===== config.mk =====
export PLATFORM = sky130hd
export DESIGN_NAME = sio_regfile
export DESIGN_NICKNAME = d
export VERILOG_FILES = /design/src/rtl/sio_pkg.sv /design/src/rtl/sio_delay_timer.sv /design/src/rtl/sio_rx_watch.sv /design/src/rtl/sio_regfile.sv
export SDC_FILE = /design/constraint.sdc
export NUM_CORES = 1
export LEC_CHECK = 0
export ABC_AREA = 1
export BUFFER_PORTS_ARGS = -buffer_cell sky130_fd_sc_hd__buf_2
export CAP_MARGIN = 0
export CORE_ASPECT_RATIO = 1.2
export CORE_MARGIN = 5
export CORE_UTILIZATION = 35
export DETAILED_ROUTE_END_ITERATION = 10
export GPL_TIMING_DRIVEN = 0
export HOLD_SLACK_MARGIN = 0.12
export SETUP_SLACK_MARGIN = 0.05
export SLEW_MARGIN = 0
export SYNTH_ARGS = -nofsm -noshare
export SYNTH_HDL_FRONTEND = slang
export SYNTH_SLANG_ARGS = --single-unit
export TNS_END_PERCENT = 50

===== constraint.sdc =====
create_clock -name clk -period 3.1 [get_ports clk]
set_input_delay 0.465 -clock clk [delete_from_list [all_inputs] [get_ports clk]]
set_output_delay 0.465 -clock clk [all_outputs]
set_load 0.02 [all_outputs]

===== src/rtl/sio_pkg.sv =====
package sio_pkg;
  typedef enum logic [2:0] {
    OFF_DATA  = 3'd0,
    OFF_IEN   = 3'd1,
    OFF_IID   = 3'd2,
    OFF_LCTL  = 3'd3,
    OFF_MCTL  = 3'd4,
    OFF_LSTAT = 3'd5,
    OFF_MSTAT = 3'd6,
    OFF_SCR   = 3'd7
  } sio_off_e;

  localparam int IEN_RX_BIT  = 0;
  localparam int IEN_TX_BIT  = 1;
  localparam int LCTL_DL_BIT = 7;

  localparam logic [7:0] MCTL_PROBE_IN  = 8'h1A;
  localparam logic [7:0] MCTL_PROBE_OUT = 8'h9A;
  localparam logic [7:0] LSTAT_IDLE     = 8'h60;
endpackage


===== src/rtl/sio_delay_timer.sv =====
// Restartable down-counter; expire is high in the last counting cycle.
module sio_delay_timer #(
  parameter int DELAY = 300
) (
  input  logic clk,
  input  logic rst,
  input  logic start,
  input  logic cancel,
  output logic expire
);
  localparam int CW = $clog2(DELAY + 1);

  logic [CW-1:0] cnt;

  always_ff @(posedge clk) begin
    if (rst || cancel)      cnt <= '0;
    else if (start)         cnt <= CW'(DELAY);
    else if (cnt != '0)     cnt <= cnt - CW'(1);
  end

  assign expire = (cnt == CW'(1));
endmodule


===== src/rtl/sio_rx_watch.sv =====
// Detects arrival of receive data and flags the cycle after a data-port read.
module sio_rx_watch (
  input  logic clk,
  input  logic rst,
  input  logic rx_valid,
  input  logic rd_taken,
  output logic arrive,
  output logic follow
);
  logic valid_d;
  logic taken_d;

  always_ff @(posedge clk) begin
    if (rst) begin
      valid_d <= 1'b0;
      taken_d <= 1'b0;
    end else begin
      valid_d <= rx_valid;
      taken_d <= rd_taken;
    end
  end

  assign arrive = rx_valid & ~valid_d;
  assign follow = taken_d;
endmodule


===== src/rtl/sio_regfile.sv =====
module sio_regfile
  import sio_pkg::*;
#(
  parameter int TX_DELAY = 300,
  parameter int ADDR_W   = 4
) (
  input  logic              clk,
  input  logic              rst,
  input  logic              bus_en,
  input  logic              bus_we,
  input  logic [ADDR_W-1:0] bus_off,
  input  logic [7:0]        bus_wdata,
  output logic [7:0]        bus_rdata,
  input  logic [7:0]        rx_data,
  input  logic              rx_valid,
  output logic              rx_ready,
  output logic [7:0]        tx_data,
  output logic              tx_strobe,
  output logic              irq,
  output logic              err_flag
);
  localparam int REG_AW = 3;

  logic [7:0] lcr_q, ier_q, mcr_q;
  logic       txp_q, rxp_q;
  logic       txp_n, rxp_n, irq_n;
  logic [7:0] rdata_n;

  logic     hit, wr, rd, dl;
  logic     data_wr, ien_wr, data_rd;
  logic     t_start, t_cancel, t_expire;
  logic     arrive, follow;
  logic     ien_raise;
  sio_off_e sel;

  assign hit = bus_en & ((bus_off >> REG_AW) == '0);
  assign wr  = hit & bus_we;
  assign rd  = hit & ~bus_we;
  assign sel = sio_off_e'(bus_off[REG_AW-1:0]);
  assign dl  = lcr_q[LCTL_DL_BIT];

  assign data_wr = wr & (sel == OFF_DATA) & ~dl;
  assign ien_wr  = wr & (sel == OFF_IEN) & ~dl;
  assign data_rd = rd & (sel == OFF_DATA) & ~dl;
  assign rx_ready = data_rd & rx_valid;

  assign ien_raise = bus_wdata[IEN_TX_BIT] | (bus_wdata[IEN_RX_BIT] & rx_valid);
  assign t_start   = data_wr & ier_q[IEN_TX_BIT];
  assign t_cancel  = ien_wr & ~ien_raise;

  sio_delay_timer #(.DELAY(TX_DELAY)) u_timer (
    .clk    (clk),
    .rst    (rst),
    .start  (t_start),
    .cancel (t_cancel),
    .expire (t_expire)
  );

  sio_rx_watch u_rxw (
    .clk      (clk),
    .rst      (rst),
    .rx_valid (rx_valid),
    .rd_taken (data_rd),
    .arrive   (arrive),
    .follow   (follow)
  );

  // Event ordering: post-read follow-up, timer expiry, arrival, then the bus access.
  always_comb begin
    txp_n = txp_q;
    rxp_n = rxp_q;
    irq_n = irq;
    if (follow) begin
      if (rx_valid) irq_n = 1'b1;
      else begin
        rxp_n = 1'b0;
        irq_n = 1'b0;
      end
    end
    if (t_expire && ier_q[IEN_TX_BIT]) begin
      txp_n = 1'b1;
      irq_n = 1'b1;
    end
    if (arrive && ier_q[IEN_RX_BIT]) begin
      rxp_n = 1'b1;
      irq_n = 1'b1;
    end
    if (data_wr) begin
      txp_n = 1'b0;
      irq_n = 1'b0;
    end
    if (ien_wr) begin
      irq_n = ien_raise;
      if (!bus_wdata[IEN_TX_BIT]) txp_n = 1'b0;
      if (!(bus_wdata[IEN_RX_BIT] && rx_valid)) rxp_n = 1'b0;
    end
  end

  always_comb begin
    rdata_n = 8'h00;
    if (rd) begin
      case (sel)
        OFF_DATA:  rdata_n = (dl || !rx_valid) ? 8'h00 : rx_data;
        OFF_IEN:   rdata_n = dl ? 8'h00 : ier_q;
        OFF_IID:   rdata_n = {7'b0, txp_q | rxp_q};
        OFF_LCTL:  rdata_n = lcr_q;
        OFF_MCTL:  rdata_n = mcr_q;
        OFF_LSTAT: rdata_n = LSTAT_IDLE | {7'b0, rx_valid};
        default:   rdata_n = 8'h00;
      endcase
    end
  end

  always_ff @(posedge clk) begin
    if (rst) begin
      lcr_q     <= '0;
      ier_q     <= '0;
      mcr_q     <= '0;
      txp_q     <= 1'b0;
      rxp_q     <= 1'b0;
      irq       <= 1'b0;
      bus_rdata <= '0;
      tx_data   <= '0;
      tx_strobe <= 1'b0;
      err_flag  <= 1'b0;
    end else begin
      txp_q     <= txp_n;
      rxp_q     <= rxp_n;
      irq       <= irq_n;
      bus_rdata <= rdata_n;
      tx_strobe <= data_wr;
      if (data_wr) tx_data <= bus_wdata;
      if (ien_wr)  ier_q <= bus_wdata;
      if (wr && sel == OFF_LCTL) lcr_q <= bus_wdata;
      if (wr && sel == OFF_MCTL && bus_wdata == MCTL_PROBE_IN) mcr_q <= MCTL_PROBE_OUT;
      if (bus_en && !hit) err_flag <= 1'b1;
    end
  end
endmodule


# == Yosys cells after proc, flatten, opt, wreduce, memory -nomap -nowiden ==
# Cells that the tools add are included.
# Widths: inputs -> output; s select.
# word_totals
ff_bits,49
input_bits,25
word_cells,81
# classes
add_sub_neg,1
n_eq_ne,7
n_mux,20
bitwise_logic,21
reduce_logical,18
# ops
cell,n
$pmux 8 s6,1
$mux 9,2
$mux 8,2
$mux 1,15
$and 1x1->1,14
$eq 9x1->1 const B,1
$reduce_bool 9->1,1
$sub 9x1->9 const B,1
$eq 8x5->1 const B,1
$logic_and 1x1->1,7
$eq 3x2->1 const B,2
$eq 3x3->1 const B,2
$not 1->1,5
$reduce_bool 5->1,1
$logic_not 4->1,1
$reduce_or 2->1,2
$eq 3x1->1 const B,1
$logic_not 3->1,1
$logic_not 1->1,2
$logic_or 1x1->1,2
$or 1x1->1,2
$reduce_bool 2->1,1

# == Longest topological paths before layout ==
# Gate-level depths: netlist of run 1.
# logic_depth
depth_word,8
depth_mapped,9
depth_no_buf,9

# == Hierarchy ==
# A second synthesis of run 1 with hierarchy kept.
# hier_totals
cells_unflattened,344
area_unflattened_um2,2338.5
# by_module_without_submodules
module,n_inst,cells_per_inst,area_each_um2,seq_area_each_um2
sio_regfile,1,262,1761.7,760.7
sio_delay_timer,1,75,518.0,180.2
sio_rx_watch,1,7,58.8,40.0

# == Worst setup path before layout of run 1 ==
# No wires, ideal clock.
# synth_path
path_kind,input to output
from,input port bus_off[1]
to,output port rx_ready
t_arrival_ps,1409
path_slack_ps,1226
cell_stages,3
n_path_buf,0
cell_sequence,nor2_1 -> nand2_1 -> nor4_1
# synth_between
elab_chain_cells,4
# synth_rtl
element,line_no,rtl
"start, declared",sio_regfile.sv:11,"input logic [ADDR_W-1:0] bus_off,"
$logic_not 3->1,sio_regfile.sv:44,assign data_rd = rd & (sel == OFF_DATA) & ~dl;
$and 1x1->1 (2 in series),sio_regfile.sv:44,
$and 1x1->1,sio_regfile.sv:45,assign rx_ready = data_rd & rx_valid;
"end, declared",sio_regfile.sv:16,"output logic rx_ready,"
# Every way passes these cells.

# == Worst setup path after layout of run 1 ==
# layout_path
from,register lcr_q[7]
to,output port rx_ready
# layout_between
elab_chain_cells,3
# layout_rtl
element,line_no,rtl
"start, declared",sio_regfile.sv:24,"logic [7:0] lcr_q, ier_q, mcr_q;"
"start signal, assigned",sio_regfile.sv:134,if (wr && sel == OFF_LCTL) lcr_q <= bus_wdata;
$not 1->1,sio_regfile.sv:44,
$and 1x1->1,sio_regfile.sv:44,
$and 1x1->1,sio_regfile.sv:45,
# Every way passes these cells.

==> summary.txt, run 1 <==
Status
  – Status: finished clean

Pwr
  – Lkg Pwr: 1.30 nW
  – PwrDens: 594 nW/µm²
  – Worst VDD drop: 0.000210 V

Cells and area
  – Share of cells above drive strength 1: 20.5%
  – # nets final: 373
  – Commonest cells after routing, fill and taps aside: nand2_1, dfxtp_1, buf_2
  – Commonest non-fill, non-tap cell in the layout: nand2_1
  – Non-Filler Instances: 428
  – Synth-to-layout area growth: 19.8%
  – Design area: 2630 µm²
  – Antenna diode count: 0

Placed design
  – Post-place setup slack: 1.29 ns
  – Placed insts: 420
  – Post-placement cell area: 2520 µm²
  – DP Wirelength: 4.13 mm
  – Gpl congestion: 0.784
  – I/O Buffers: 44

Worst setup path
  – Req. time, crit path: 2.63 ns
  – Buffers & Inverters on Critical Path: 2
  – CP Depth: 4
  – Setup crit end: rx_ready
  – Crit path from: lcr_q[7]
  – CP startpoint kind: register
  – Reg2reg path depth: 9
  – WP data arrival: 1.43 ns
  – CP Capture Type: output port
  – CP Max Fanout: 4
  – Critical path's top delay family: buffers and inverters
  – Crit-path cells: inv_1 > nand2_1 > nor4_1 > buf_2
  – Critical Path Max Stage Delay: 0.32 ns
  – CP max-delay cell: dfxtp_1
  – Setup slack, reg-to-reg: 1.69 ns
  – Reg2Reg Capture Point: u_timer.cnt[1]
  – Critical path class: reg2out
  – Worst r2r src: u_timer.cnt[0]

Global routing
  – Largest net degree at the start of global routing: 16
  – Number of global-route vias before repair: 1816
  – Total GRT Usage: 13.8%
  – Initial antenna violation count: 0
  – First-pass GRT wire length: 8.63 mm
  – Gr ovfl total: 0

Die
  – Die area: 7970 µm²
  – Initial core utilization: 36.1%
  – Die span in x: 82.3 µm
  – CORE AREA: 6090 µm²
  – I/O Pins: 45
  – Die H: 96.8 µm
  – Core Rows: 31

STA
  – Worst slew margin: 75.4%
  – Final Critical Period: 1.90 ns
  – Hold_ws: 0.405 ns
  – Worst setup margin: 1.20 ns
  – Hold Fails Final Rpt: 0
  – Fmax: 527 MHz
  – Clock skew: 0.00808 ns
  – Tcrit/Tclk final: 61.2%
  – Final setup fails: 0
  – RSZ-0062 raised after global routing: false
  – Final setup TNS: 0 ns
  – Max Slew Vio Count: 0
  – Slew @ Worst Pin: 0.369 ns

Clock tree
  – CTS Hold Buffers Added: 0
  – Worst skew pair latency: 0.30 ns
  – CTS root buf: clkbuf_8
  – CTS max path bufs: 2
  – Post-CTS sizing: 0
  – CTS tree: done
  – Clock Sink Count: 49
  – Post-CTS Setup Inserts: 0
  – Reg clk slew, reported paths: 0.09 ns
  – CTS Buf Count: 5
  – CTS HTree Levels: 2

Drt
  – Post-DR wirelength/cell: 12.5 µm
  – Via/cell ratio: 4.65
  – Initial drt markers: 87
  – Vias: 1990
  – 1st-pass router iterations: 4
  – DR DRC count: 0
  – DRT antenna net count: 0
  – Routed WL: 5.33 mm

Min path
  – Hold path depth: 2
  – Worst hold path class: in2reg

Logic synthesis
  – Post-Syn Area: 2200 µm²
  – Mapped Cells: 294
  – Yosys warning count: 0
  – Syn_area_per_cell: 7.47 µm²
  – Synth Net Count: 322
  – Register area share after synthesis: 44.6%
  – Synth Register Bits: 49
  – Post-synthesis cell type count: 31

Flow run
  – Max-Cap Viols: 0
==> worst min path at each step <==
stage / start / end / slack [ns]
2_1_floorplan: mcr_q[1] / mcr_q[1] / 0.44
3_3_place_gp: err_flag / err_flag / 0.45
3_5_place_dp: tx_data[7] / tx_data[7] / 0.47
4_1_cts: rst / u_rxw.valid_d / 0.39
5_1_grt: rst / u_rxw.valid_d / 0.39
6_report: rst / u_rxw.valid_d / 0.40
==> metrics by stage <==
| step | power, mW | utilization (%) |
|---|---|---|
| CTS | 1.57 | 43.2 |
| global placement | 1.11 | 41.4 |
| finish | 1.56 | 43.2 |
| detailed placement | 1.12 | 41.4 |
| floorplan | 1.03 | - |
| global route | 1.68 | 43.2 |
==> worst register-to-register path: stages, from the launching register on <==
cell	delay, ns
dfxtp_1	0.34
inv_1	0.14
ha_1	0.19
inv_1	0.04
nor2_1	0.13
nand3_2	0.21
nand2_1	0.10
o21ai_0	0.08
nand2_1	0.07
inv_1	0.03
==> registers in the layout, summed over array words and instances (netlist names), 8 cells and up <==
register	cells
u_timer.cnt	9
bus_rdata	8
ier_q	8
tx_data	8
lcr_q	8
==> logic make-up (layout without fill, tap and decap cells) <==
| logic type | Yosys count | count (layout) | share of synthesized area, % |
|---|---|---|---|
| buf+inv | 43 | 95 | 8.37 |
| flops | 49 | 49 | 44.6 |
| fa+ha+maj | 3 | 3 | 1.71 |
| simple gates | 137 | 137 | 29.1 |
| xor+xnor | 4 | 4 | 1.59 |
| compound gates | 58 | 58 | 14.6 |
==> synth_stat cells <==
| cell type | count | area, µm² |
|---|---|---|
| ha_1 | 3 | 37.5 |
| buf_2 | 1 | 5.00 |
| nand3_2 | 2 | 20.0 |
| nand4_1 | 8 | 50.1 |
| a21oi_2 | 2 | 17.5 |
| nor3_1 | 1 | 5.00 |
| nand2_1 | 61 | 229 |
| clkbuf_1 | 1 | 3.75 |
| nand2_2 | 2 | 12.5 |
| nand2_4 | 2 | 22.5 |
| inv_1 | 35 | 131 |
| o21ai_2 | 2 | 17.5 |
| nor2_4 | 2 | 22.5 |
| inv_4 | 1 | 6.26 |
| inv_2 | 2 | 7.51 |
| buf_6 | 1 | 11.3 |
| clkinv_1 | 1 | 3.75 |
| a21oi_1 | 24 | 120 |
| nand3_1 | 21 | 105 |
| nor2_1 | 32 | 120 |
| xnor2_1 | 2 | 17.5 |
| nor4_1 | 1 | 6.26 |
| o21bai_4 | 1 | 18.8 |
| o21ai_0 | 28 | 140 |
| a31oi_1 | 1 | 6.26 |
| xor2_1 | 2 | 17.5 |
| buf_8 | 1 | 15.0 |
| nand3b_1 | 1 | 7.51 |
| and2_1 | 3 | 18.8 |
| nor2_8 | 1 | 20.0 |
| dfxtp_1 | 49 | 981 |
==> cell type report <==
cell class                      instances  area [µm²]
Sequential cell                        49         981
Buffer                                  4        35.0
Fill cell                             667        3460
Tap cell                               82         103
Inverter                               39         149
Clock inverter                          2        38.8
Timing Repair Buffer                   44         220
Clock buffer                            6        72.6
Multi-Input combinational cell        202        1030
==> where the power goes <==
part,internal [mW],switching (mW)
clock,0.242,0.216
sequential,0.674,0.0341
combinational,0.153,0.243
==> metal layers <==
layer | vias up | part of all wire (%) | track usage (%)
li1 | 1050 | - | -
met1 | 888 | 49 | 19.1
met2 | 47 | 44 | 20.4
met3 | 5 | 5.0 | 3.44
met4 | 0 | 1.6 | 4.99
met5 | - | 0 | 0
Note: power is estimated with default switching activity, not from simulation.
==> inputs of run 2 (changes only) <==
Clock period 3.1 ns to 1.7 ns, I/O delays scaled along.
==> run 2 against run 1 <==
Effect of this change: clock skew about the same; wire length about the same; critical path depth unchanged; global-route usage unchanged; register-to-register slack got worse by 1.4 ns; sequential cell count unchanged; critical endpoint unchanged; highest routed layer unchanged.
==> summary.txt, run 2 (synthesis gave the netlist of run 1 again) <==
Status
  – Status: finished clean

Drt
  – DR DRC count: 0
  – Routed WL: 5.33 mm
  – Post-DR wirelength/cell: 12.5 µm
  – 1st-pass router iterations: 4
  – DRT antenna net count: 0
  – Vias: 1995
  – Initial drt markers: 87
  – Via/cell ratio: 4.66

Die
  – I/O Pins: 45
  – Die H: 96.8 µm
  – CORE AREA: 6090 µm²
  – Core Rows: 31
  – Initial core utilization: 36.1%
  – Die span in x: 82.3 µm
  – Die area: 7970 µm²

Global routing
  – Largest net degree at the start of global routing: 16
  – Number of global-route vias before repair: 1816
  – Total GRT Usage: 13.8%
  – First-pass GRT wire length: 8.63 mm
  – Gr ovfl total: 0
  – Initial antenna violation count: 0

STA
  – Clock skew: 0.00787 ns
  – Slew @ Worst Pin: 0.369 ns
  – Fmax: 629 MHz
  – RSZ-0062 raised after global routing: false
  – Hold Fails Final Rpt: 0
  – Final setup fails: 0
  – Final setup TNS: 0 ns
  – Tcrit/Tclk final: 93.6%
  – Worst slew margin: 75.4%
  – Max Slew Vio Count: 0
  – Final Critical Period: 1.59 ns

Clock tree
  – Reg clk slew, reported paths: 0.09 ns
  – Post-CTS Setup Inserts: 0
  – CTS tree: done
  – Worst skew pair latency: 0.30 ns
  – CTS HTree Levels: 2
  – CTS Buf Count: 5
  – CTS root buf: clkbuf_8
  – CTS max path bufs: 2
  – Clock Sink Count: 49

Min path
  – Hold endpoint: u_rxw.valid_d
  – Hold path depth: 2
  – Worst hold path class: in2reg
  – Hold wc startpoint: rst

Cells and area
  – Commonest cells after routing, fill and taps aside: nand2_1, dfxtp_1, buf_2
  – Design area: 2630 µm²
  – Share of cells above drive strength 1: 20.8%
  – Fillers: 667
  – Reg with most FFs: u_timer.cnt
  – # nets final: 373
  – Antenna diode count: 0
  – Synth-to-layout area growth: 19.8%
  – Max FFs per register: 9
  – Commonest non-fill, non-tap cell in the layout: nand2_1

Pwr
  – Internal cell power: 1.95 mW
  – Sw frac: 31.6%
  – Clock share of power: 29.4%
  – Worst VDD drop: 0.000384 V
  – Net Sw Power: 0.901 mW
  – Logic pwr share: 25.3%
  – Lkg Pwr: 1.30 nW
  – PwrDens: 1080 nW/µm²
  – Seq pwr share: 45.3%

Worst setup path
  – Crit-path cells: inv_2 > nand2_1 > nor4_1 > buf_2
  – Reg2Reg Capture Point: u_timer.cnt[1]
  – CP Capture Type: output port
  – CP max-delay cell: dfxtp_1
  – Critical Path Max Stage Delay: 0.33 ns
  – CP startpoint kind: register
  – Worst r2r src: u_timer.cnt[0]
  – Reg2reg path depth: 9
  – Setup slack, reg-to-reg: 0.29 ns
  – WP data arrival: 1.34 ns
  – CP Max Fanout: 4
  – Req. time, crit path: 1.44 ns
  – Critical path class: reg2out

Placed design
  – I/O Buffers: 44
  – DP Wirelength: 4.13 mm
  – Gpl congestion: 0.784
  – Post-placement cell area: 2520 µm²

Flow run
  – Max-Cap Viols: 0
[run 2: changes by cell type in the layout (fill, tap and decap cells not counted)]
cell / before / now
inv_1: 35 / 34
inv_2: 2 / 3
[run 2: through the flow]
stage	setup slack, ns	utilization (%)	hold slack, ns	power [mW]	cells
after detailed placement	0.204	41.4	0.466	2.04	420
after global routing	0.0570	43.2	0.184	3.05	428
after CTS	0.123	43.2	0.184	2.87	428
after floorplan	0.226	-	0.327	1.88	294
after global placement	0.177	41.4	0.448	2.03	420
final	0.109	43.2	0.195	2.85	428
[run 2: how the worst max path moves through the flow]
stage	from	cells past startpoint	endpoint	slack (ns)
finish	lcr_q[7]	4	rx_ready	0.11
detailed placement	bus_off[1]	7	u_timer.cnt[7]	0.20
floorplan	lcr_q[7]	3	rx_ready	0.23
global placement	bus_off[1]	7	u_timer.cnt[7]	0.18
global route	lcr_q[7]	4	rx_ready	0.06
CTS	lcr_q[7]	4	rx_ready	0.12
[run 2: routing by layer]
metal / global-route usage, % / part of all wire (%) / vias up / routed length [µm]
met5: 0 / 0 / - / 0
met4: 4.99 / 1.6 / 0 / 87
met3: 3.44 / 5.0 / 5 / 268
met2: 20.4 / 44 / 47 / 2370
met1: 19.1 / 49 / 892 / 2610
li1: - / - / 1051 / -
[run 2: layout make-up]
| type | instances | area [µm²] | share of cell area, % |
|---|---|---|---|
| multi-input combinational | 202 | 1030 | 39.2 |
| tap | 82 | 103 | 3.90 |
| buffer | 4 | 35.0 | 1.33 |
| clock inverter | 2 | 38.8 | 1.47 |
| timing repair buffer | 44 | 220 | 8.37 |
| inverter | 39 | 149 | 5.66 |
| sequential | 49 | 981 | 37.3 |
| clock buffer | 6 | 72.6 | 2.76 |
[run 2: repair_timing]
item,in CTS,in global routing
gates resized for setup,1,0
setup endpoints to repair,1,0
hold buffers,0,0
[run 2: critical path, delay by kind of cell, from the launching register on]
kind / cells / cell delay (ns)
buffers and inverters: 2 / 0.34
and+or+nand+nor: 2 / 0.37
DFF: 1 / 0.33
[run 2: power groups by stage]
stage,sequential [mW],combinational (mW),clock (mW)
after floorplan,1.31,0.574,0
after global placement,1.32,0.714,0
after global routing,1.30,0.844,0.909
final,1.29,0.722,0.837
after CTS,1.29,0.725,0.853
after detailed placement,1.32,0.723,0
